**src/rtl/disp_timing_gen.sv**
```systemverilog
module disp_timing_gen #(
  parameter int          AW  = 4,
  parameter logic [31:0] KEY = 32'h0000_5A3C
) (
  input  logic          clk,
  input  logic          rst_n,
  input  logic          wr_en,
  input  logic [AW-1:0] addr,
  input  logic [31:0]   wdata,
  output logic [31:0]   rdata,
  output logic [15:0]   h_count_o,
  output logic [15:0]   v_count_o,
  output logic          blank_o,
  output logic          hsync_o,
  output logic          vsync_o,
  output logic          pnl_hsync_o,
  output logic          pnl_vsync_o,
  output logic          pnl_pwr_o
);
  localparam int NT   = 8;
  localparam int BASE = 2;
  localparam int CTLW = 5;

  localparam int I_HSPAN = 0, I_HBLANK = 1, I_HSYNC = 2;
  localparam int I_VSPAN = 3, I_VBLANK = 4, I_VSYNC = 5;
  localparam int I_PHSYNC = 6, I_PVSYNC = 7;

  localparam int C_RUN = 0, C_BLANK = 1, C_HS = 2, C_VS = 3, C_PNL = 4;

  logic            unlocked;
  logic [CTLW-1:0] ctrl;
  logic [31:0]     treg [NT];
  logic [15:0]     h_cnt, v_cnt;

  function automatic logic in_win(input logic [15:0] c, input logic [31:0] r);
    return (c > r[15:0]) && (c <= r[31:16]);
  endfunction

  always_ff @(posedge clk or negedge rst_n) begin
    if (!rst_n) begin
      unlocked <= 1'b0;
      ctrl     <= '0;
      for (int i = 0; i < NT; i++) treg[i] <= '0;
    end else if (wr_en) begin
      if (addr == AW'(0)) unlocked <= (wdata == KEY);
      if (unlocked) begin
        if (addr == AW'(1)) ctrl <= wdata[CTLW-1:0];
        for (int i = 0; i < NT; i++)
          if (addr == AW'(i + BASE)) treg[i] <= wdata;
      end
    end
  end

  always_comb begin
    rdata = '0;
    if (addr == AW'(0)) rdata = {31'd0, unlocked};
    if (addr == AW'(1)) rdata = {{(32-CTLW){1'b0}}, ctrl};
    for (int i = 0; i < NT; i++)
      if (addr == AW'(i + BASE)) rdata = treg[i];
  end

  wire [15:0] h_tot = treg[I_HSPAN][31:16];
  wire [15:0] v_tot = treg[I_VSPAN][31:16];
  wire        run   = ctrl[C_RUN];

  always_ff @(posedge clk or negedge rst_n) begin
    if (!rst_n) begin
      h_cnt <= '0;
      v_cnt <= '0;
    end else if (!run) begin
      h_cnt <= '0;
      v_cnt <= '0;
    end else if (h_cnt >= h_tot) begin
      h_cnt <= '0;
      v_cnt <= (v_cnt >= v_tot) ? 16'd0 : v_cnt + 16'd1;
    end else begin
      h_cnt <= h_cnt + 16'd1;
    end
  end

  wire h_bl = in_win(h_cnt, treg[I_HBLANK]);
  wire v_bl = in_win(v_cnt, treg[I_VBLANK]);

  assign h_count_o   = h_cnt;
  assign v_count_o   = v_cnt;
  assign blank_o     = !run || (ctrl[C_BLANK] && (h_bl || v_bl));
  assign hsync_o     = run && ctrl[C_HS] && in_win(h_cnt, treg[I_HSYNC]);
  assign vsync_o     = run && ctrl[C_VS] && in_win(v_cnt, treg[I_VSYNC]);
  assign pnl_hsync_o = run && ctrl[C_PNL] && in_win(h_cnt, treg[I_PHSYNC]);
  assign pnl_vsync_o = run && ctrl[C_PNL] && in_win(v_cnt, treg[I_PVSYNC]);
  assign pnl_pwr_o   = ctrl[C_PNL];
endmodule

```
**config.mk**
```make
export PLATFORM = sky130hd
export DESIGN_NAME = disp_timing_gen
export DESIGN_NICKNAME = d
export VERILOG_FILES = /design/src/rtl/disp_timing_gen.sv
export SDC_FILE = /design/constraint.sdc
export NUM_CORES = 1
export LEC_CHECK = 0
export BUFFER_PORTS_ARGS = -buffer_cell sky130_fd_sc_hd__clkbuf_2
export CORE_UTILIZATION = 53
export CTS_CLUSTER_SIZE = 20
export DETAILED_ROUTE_END_ITERATION = 12
export HOLD_SLACK_MARGIN = 0.15
export PLACE_DENSITY_LB_ADDON = 0.1
export SLEW_MARGIN = 0
export SYNTH_ARGS = -nofsm -noshare
export SYNTH_HDL_FRONTEND = slang
export SYNTH_SLANG_ARGS = --single-unit
```
**constraint.sdc**
```tcl
create_clock -name clk -period 2.45 [get_ports clk]
set_clock_uncertainty 0.05 [all_clocks]
set_input_delay 0.1225 -clock clk [delete_from_list [all_inputs] [get_ports clk]]
set_output_delay 0.1225 -clock clk [all_outputs]
set_load 0.005 [all_outputs]
```
==> run summary, run 1 <==
Status = finished, violations left
Violated checks = negative setup slack
Post-synthesis cell type count = 77
CP endpoint kind = output pin
Largest net degree at the start of global routing = 75
Die height = 190 um
Mapped Cells = 2,064
Final nets = 2,584
Power per cell area = 477 nW/um2
WL final = 69.0 mm
Crit path launch type = register
Total die area = 35,900 um2
Top FF cell, synth = dfrtp_1
Final period util = 1.18
Horiz. Die Dim = 190 um
Root buf cell = clkbuf_16
EDFF count, synth = 0
Area of the core = 34,500 um2
Endpoints failing setup = 6
Sink Count = 294
RSZ-0062 raised after global routing = true
CTS tree = built
Vias per cell = 6.15
Clock tree buffer depth = 3
First-pass GRT wire length = 102 mm
Synth warn = 0
I/O Buffers = 108
Post-DP HPWL = 51.6 mm
Worst r2r src = v_count_o[9]$_DFFE_PN0P_
Max Freq = 0.347 GHz
Post-Syn Area per Cell = 9.03 um2
Later-pin clock latency in the skew report = 0.55 ns
Syn Nets = 2,329
Final TNS setup = -1.79 ns
Starting Density = 0.540
DR WL/cell = 24.7 um
Post-Syn Area = 18,600 um2
H-tree Lvls = 2
Commonest cells after routing, fill and taps aside = nand2_1 (276), dfrtp_1 (275), inv_1 (220), o21ai_0 (216), ha_1 (192)
Commonest non-fill, non-tap cell in the layout = nand2_1
# DRC = 0
Worst vdd ir = 0.627 mV
Crit Path Category = reg2out
Area delta synth->final = 25.7%
Seq/Total Area, Yosys = 0.395
Pre-antenna DRT Iters = 6
Maxcap violations = 0
Yosys reg bits = 294
Vias in the first global route = 16,500
Vias = 17,200
Routability cong. = 0.975
Worst r2r dst = v_count_o[4]$_DFFE_PN0P_
Pleak = 12.0 nW
Clk slew on worst S/H paths = 0.06 ns
Worst hold path class = in2async
# diodes = 0
Share of layout cells above drive strength 1 = 0.233
Final period demand of the worst path = 2.88 ns
Slew HR = 0.564
Hold Violations, Final = 0
Initial antenna violation count = 0
Place WS = -0.0888 ns
Worst r2r path cells = 9
Remaining antenna violation count after routing = 0
Final worst setup slack = -0.429 ns
Overall Global Routing Usage = 0.385
TritonCTS Buffers = 35
Ys async rst share = 1.00
Crit-path max FO = 4
Initial DRC count = 1,602
Slew @ Worst Pin = 0.652 ns
Rows = 68
Total gr overflow = 0
Worst endpoint required time = 2.28 ns
Reg2Reg Setup Slack = 0 ns
Critical Path AT = 2.71 ns
Final Max Slew Viols = 0
Io pins = 109
## report_power, final
group / switching [mW] / total, mW / internal (mW)
sequential: 0.00000000158 / 4.86 / 4.86
combinational: 0.492 / 0.741 / 0.249
clock: 2.19 / 5.60 / 3.41
## per-layer routing
metal | up-vias | part of all wire | track usage
met4 | 0 | 0.033 | 0.143
met5 | - | 0 | 0
met3 | 143 | 0.099 | 0.0758
met1 | 8403 | 0.44 | 0.564
met2 | 840 | 0.42 | 0.559
li1 | 7821 | - | -
## registers in the layout, indices dropped and copies added (netlist names)
name and count:
h_count_o 16, h_tot 16, unlocked 1, v_count_o 16, ctrl 5, treg 240
## critical path, stage by stage (launching register included)
cell      delay, ns
dfrtp_2        0.46
buf_8          0.16
buf_6          0.13
ha_4           0.23
nor2b_1        0.12
o211ai_1       0.17
a21oi_1        0.08
or3_4          0.35
a211oi_2       0.25
nor4_2         0.07
buf_2          0.14
## how the worst max path moves through the flow
stage / cells past startpoint / slack (ns) / from / end
final: 10 / -0.43 / h_count_o[1]$_DFF_PN0_ / hsync_o
after global routing: 10 / -0.51 / h_count_o[1]$_DFF_PN0_ / hsync_o
after CTS: 10 / -0.43 / h_count_o[1]$_DFF_PN0_ / hsync_o
after detailed placement: 9 / -0.09 / h_count_o[13]$_DFF_PN0_ / pnl_hsync_o
after global placement: 9 / -0.09 / v_count_o[10]$_DFFE_PN0P_ / pnl_vsync_o
after floorplan: 8 / 0.21 / h_count_o[4]$_DFF_PN0_ / v_count_o[0]$_DFFE_PN0P_
## Yosys cell counts, drive strengths merged (13+ instances only)
| library cell | count | share of area |
|---|---|---|
| a211oi | 15 | 0.0060 |
| a21o | 35 | 0.014 |
| a21oi | 77 | 0.021 |
| a22o | 20 | 0.0094 |
| a22oi | 50 | 0.020 |
| a31oi | 16 | 0.0057 |
| and3 | 22 | 0.0074 |
| buf | 76 | 0.024 |
| clkbuf | 45 | 0.0091 |
| dfrtp | 294 | 0.39 |
| ha | 226 | 0.15 |
| inv | 223 | 0.045 |
| mux2 | 55 | 0.033 |
| nand2 | 279 | 0.056 |
| nand3 | 29 | 0.0078 |
| nand4 | 55 | 0.018 |
| nor2 | 60 | 0.013 |
| nor2b | 21 | 0.0070 |
| nor3 | 15 | 0.0046 |
| nor4 | 16 | 0.0054 |
| o211ai | 13 | 0.0052 |
| o21ai | 273 | 0.073 |
| o31ai | 15 | 0.0060 |
## kinds of logic after synthesis
| family | share of synthesized area |
|---|---|
| buffers and inverters | 0.0778 |
| muxes | 0.0354 |
| and+or+nand+nor | 0.138 |
| AOI/OAI and AO/OA | 0.197 |
| xor gates and xnor gates | 0.00517 |
| adders and majority gates | 0.152 |
| DFF | 0.395 |
## through the flow
stage                util  total power [mW]  instance area (um2)  instances  hold WS (ns)
detailed placement  0.593              5.62                20500       2655        0.0327
floorplan               -              5.23                18600       2064        -0.223
CTS                 0.658              11.2                22700       2776         0.159
global placement    0.593              5.61                20500       2655        0.0338
global route        0.679              11.5                23400       2799         0.190
finish              0.679              11.2                23400       2799         0.140
## layout make-up
type,instances,area [um2]
Clock buffer,53,1060
Clock inverter,9,149
Fill cell,2777,11100
Inverter,223,837
Multi-Input combinational cell,1426,10700
Sequential cell,294,7380
Tap cell,455,569
Timing Repair Buffer,339,2750
## what timing repair did
action	CTS	global route
pin swaps	34	50
cloned	0	2
hold endpoints to repair	556	0
endpoints found under the setup margin	6	23
gates resized for setup	87	97
hold buffers	37	0
buffers inserted	24	22
Power figures use the tool's default switching activity.
==> run 2: changes to the inputs <==
--- a/config.mk
+++ b/config.mk
@@ -5,6 +5,8 @@
 export SDC_FILE = /design/constraint.sdc
 export NUM_CORES = 1
 export LEC_CHECK = 0
+export ABC_AREA = 1
+export ABC_CLOCK_PERIOD_IN_PS = 2450
 export BUFFER_PORTS_ARGS = -buffer_cell sky130_fd_sc_hd__clkbuf_2
 export CORE_UTILIZATION = 53
 export CTS_CLUSTER_SIZE = 20
==> run 2 against run 1 <==
- highest routed layer unchanged
- via count increased by 3.3%
- die area shrank 0.56%
- sequential power about the same
- largest power group unchanged
- critical path type unchanged
- synthesized cell count up 18%
- clock power is 9.6% lower
- cell count rose by 12%
- the run still ends with negative setup slack left
- setup slack better by 0.20 ns
- maximum frequency is 7.6% higher
==> run summary, run 2 <==
Simple-gate share of the synthesized area = 0.208 (+0.0692)
Total die area = 35,700 um2 (-0.56%)
Mapped Cells = 2,430 (+18%)
Worst vdd ir = 0.634 mV (+1.1%)
Initial antenna violation count = 0 (unchanged)
Post-DP HPWL = 46.1 mm (-11%)
Syn Nets = 2,695 (+16%)
Sw Ratio = 0.239 (-0.000684)
I/O Buffers = 108 (unchanged)
Later-pin clock latency in the skew report = 0.55 ns (about the same)
Final Max Slew Viols = 0 (unchanged)
Yosys reg bits = 294 (unchanged)
Maxcap violations = 0 (unchanged)
Ys async rst share = 1.00 (unchanged)
Endpoints failing setup = 5 (-1)
First-pass GRT wire length = 96.8 mm (-5.5%)
Worst hold path class = in2reg
Horiz. Die Dim = 189 um (-0.28%)
H-tree Lvls = 2 (unchanged)
Vias per cell = 5.65 (-8.1%)
Vias in the first global route = 17,200 (+4.2%)
Post-synthesis cell type count = 36 (-53%)
Area contributors post-synth = dfrtp_1 (40%), ha_1 (15%), nand2_1 (13%)
Pre-antenna DRT Iters = 6 (unchanged)
Total gr overflow = 0 (unchanged)
Critical Path AT = 2.50 ns (-0.21 ns)
Worst r2r path cells = 6 (-3)
Slew @ Worst Pin = 0.665 ns (+0.0122 ns)
Reg2Reg Setup Slack = 0.14 ns (+0.14 ns)
Vias = 17,800 (+3.3%)
Crit Path Category = reg2out
Reg power frac = 0.471 (+0.037)
Final nets = 2,932 (+13%)
Post-synthesis mux area share = 0 (-0.0354)
Die height = 189 um (-0.28%)
Sink Count = 294 (unchanged)
Largest register FFs = 240 (unchanged)
Int Pwr = 7.86 mW (-7.8%)
Share of layout cells above drive strength 1 = 0.152 (-0.0813)
Remaining antenna violation count after routing = 0 (unchanged)
Post-Syn Area = 18,500 um2 (-0.56%)
Hold Path Origin = addr[3]
Clock tree buffer depth = 3 (unchanged)
Largest area contributor in the netlist = dfrtp_1
Top FF cell, synth = dfrtp_1
Cell with the most instances after synthesis = nand2_1
CTS tree = built
Rows = 68 (unchanged)
Power per cell area = 457 nW/um2 (-4.4%)
EDFF count, synth = 0 (unchanged)
TritonCTS Buffers = 36 (+2.9%)
# fillers = 2,952 (+6.3%)
Synth warn = 0 (unchanged)
Main combinational cell family by area after synthesis = simple AND/OR/NAND/NOR gates
Place WS = 0.0319 ns (+0.121 ns)
Overall Global Routing Usage = 0.354 (-0.0303)
WL final = 63.1 mm (-8.6%)
Xor-xnor portion of the synthesized cell area = 0.00378 (-0.00139)
Area of the core = 34,500 um2 (-0.25%)
Switching pwr = 2.46 mW (-8.1%)
Largest reg by FF count = treg
Clk slew on worst S/H paths = 0.06 ns (about the same)
Initial DRC count = 1,516 (-5.4%)
Minimum hold slack = 0.300 ns (+0.160 ns)
# diodes = 0 (unchanged)
Max Freq = 0.374 GHz (+7.6%)
Final worst setup slack = -0.225 ns (+0.204 ns)
Final period demand of the worst path = 2.67 ns (-0.204 ns)
Io pins = 109 (unchanged)
Post-Syn Area per Cell = 7.63 um2 (-16%)
# DRC = 0 (unchanged)
Clock share of power = 0.490 (-0.010)
Seq/Total Area, Yosys = 0.397 (+0.00224)
Starting Density = 0.538 (-0.00172)
Slew HR = 0.557 (-0.00711)
Yosys top cell area share = 0.397 (+0.00224)
CP endpoint kind = output pin
Commonest cells after routing, fill and taps aside = nand2_1 (619), inv_1 (332), dfrtp_1 (270), o21ai_0 (263), ha_1 (201)
Hold EP = ctrl[2]$_DFFE_PN0P_
Crit-path max FO = 3 (-1)
Final period util = 1.09 (-0.0835)
Worst hold path depth = 5
Post-synth top cells = nand2_1 (632), inv_1 (337), dfrtp_1 (294)
Compound-cell area share of the yosys netlist = 0.151 (-0.0457)
Synth Area in Adders = 0.152 (+0.000859)
Largest net degree at the start of global routing = 65 (-13%)
Root buf cell = clkbuf_16
Routability cong. = 0.950 (-2.5%)
Area delta synth->final = 21.8%
Worst r2r dst = ctrl[4]$_DFFE_PN0P_
Pleak = 10.8 nW (-10%)
DR WL/cell = 20.1 um (-19%)
Crit path launch type = register
Violated checks = negative setup slack
RSZ-0062 raised after global routing = true
Worst r2r src = unlocked$_DFFE_PN0P_
Comb power frac = 0.039 (-0.027)
Commonest non-fill, non-tap cell in the layout = nand2_1
Hold Violations, Final = 0 (unchanged)
Status = finished, violations left
Worst endpoint required time = 2.28 ns (about the same)
run 2: kinds of logic (layout without fill, tap and decap cells):
group | Yosys count | in the layout
AND/OR/NAND/NOR | 936 | 936
buffers and inverters | 425 | 685
XOR/XNOR | 8 | 8
flip-flops | 294 | 294
AO/OA/AOI/OAI | 541 | 541
adder cells (fa/ha/maj) | 226 | 226
run 2: worst max path at each step:
stage / start / endpoint / slack, ns / cells past startpoint
2_1_floorplan: h_count_o[15]$_DFF_PN0_ / v_count_o[12]$_DFFE_PN0P_ / 0.49 / 10
3_3_place_gp: v_count_o[11]$_DFFE_PN0P_ / blank_o / 0.03 / 12
3_5_place_dp: v_count_o[11]$_DFFE_PN0P_ / blank_o / 0.03 / 12
4_1_cts: v_count_o[9]$_DFFE_PN0P_ / blank_o / -0.19 / 11
5_1_grt: h_count_o[2]$_DFF_PN0_ / blank_o / -0.31 / 16
6_report: v_count_o[0]$_DFFE_PN0P_ / pnl_vsync_o / -0.22 / 12
run 2: per-stage QoR:
stage / util / setup TNS [ns] / instances / cell area (um2) / power [mW]
2_1_floorplan: - / 0 / 2430 / 18500 / 5.04
3_3_place_gp: 0.581 / 0 / 2993 / 20000 / 5.30
3_5_place_dp: 0.581 / 0 / 2993 / 20000 / 5.30
4_1_cts: 0.641 / -0.473 / 3119 / 22100 / 10.3
5_1_grt: 0.656 / -1.24 / 3145 / 22600 / 10.6
6_report: 0.656 / -0.791 / 3145 / 22600 / 10.3
run 2: power groups by stage:
stage	Combinational (mW)	Sequential [mW]	Clock, mW
2_1_floorplan	0.0948	4.95	0
3_3_place_gp	0.355	4.94	0
3_5_place_dp	0.359	4.94	0
4_1_cts	0.406	4.86	5.08
5_1_grt	0.438	4.85	5.30
6_report	0.403	4.86	5.06
run 2: layer usage:
layer  routed length, um  global-route usage  up-vias
li1                    -                   -     8475
met3                3510              0.0413      177
met4                3560               0.188        0
met2               30700               0.599      652
met1               25400               0.445     8470
met5                   0                   0        -
run 2: what timing repair did:
action,CTS,global route
setup endpoints to repair,5,10
resized for setup,95,58
hold endpoints to repair,525,0
gates cloned,0,0
buffers inserted,19,27
hold buffers,46,0
pin swaps,23,37
run 2: worst max-delay path: stages (launching register included):
cell and delay [ns]:
dfrtp_1 0.39, clkinvlp_4 0.14, buf_4 0.17, buf_4 0.14, ha_1 0.19, inv_1 0.06, a21oi_1 0.05, o21ai_1 0.12
a21oi_1 0.10, o21a_1 0.20, nor2_2 0.19, nor2_1 0.08, buf_2 0.13
run 2: layout make-up:
cell class              instances  area, um2  area share
repair buffers                275       2180      0.0965
flip-flops and latches        294       7390       0.327
multi-input cells            1711      10100       0.446
clock inverters                 7       77.6     0.00343
inverters                     349       1320      0.0584
clock buffers                  54        988      0.0437
well taps                     455        569      0.0252
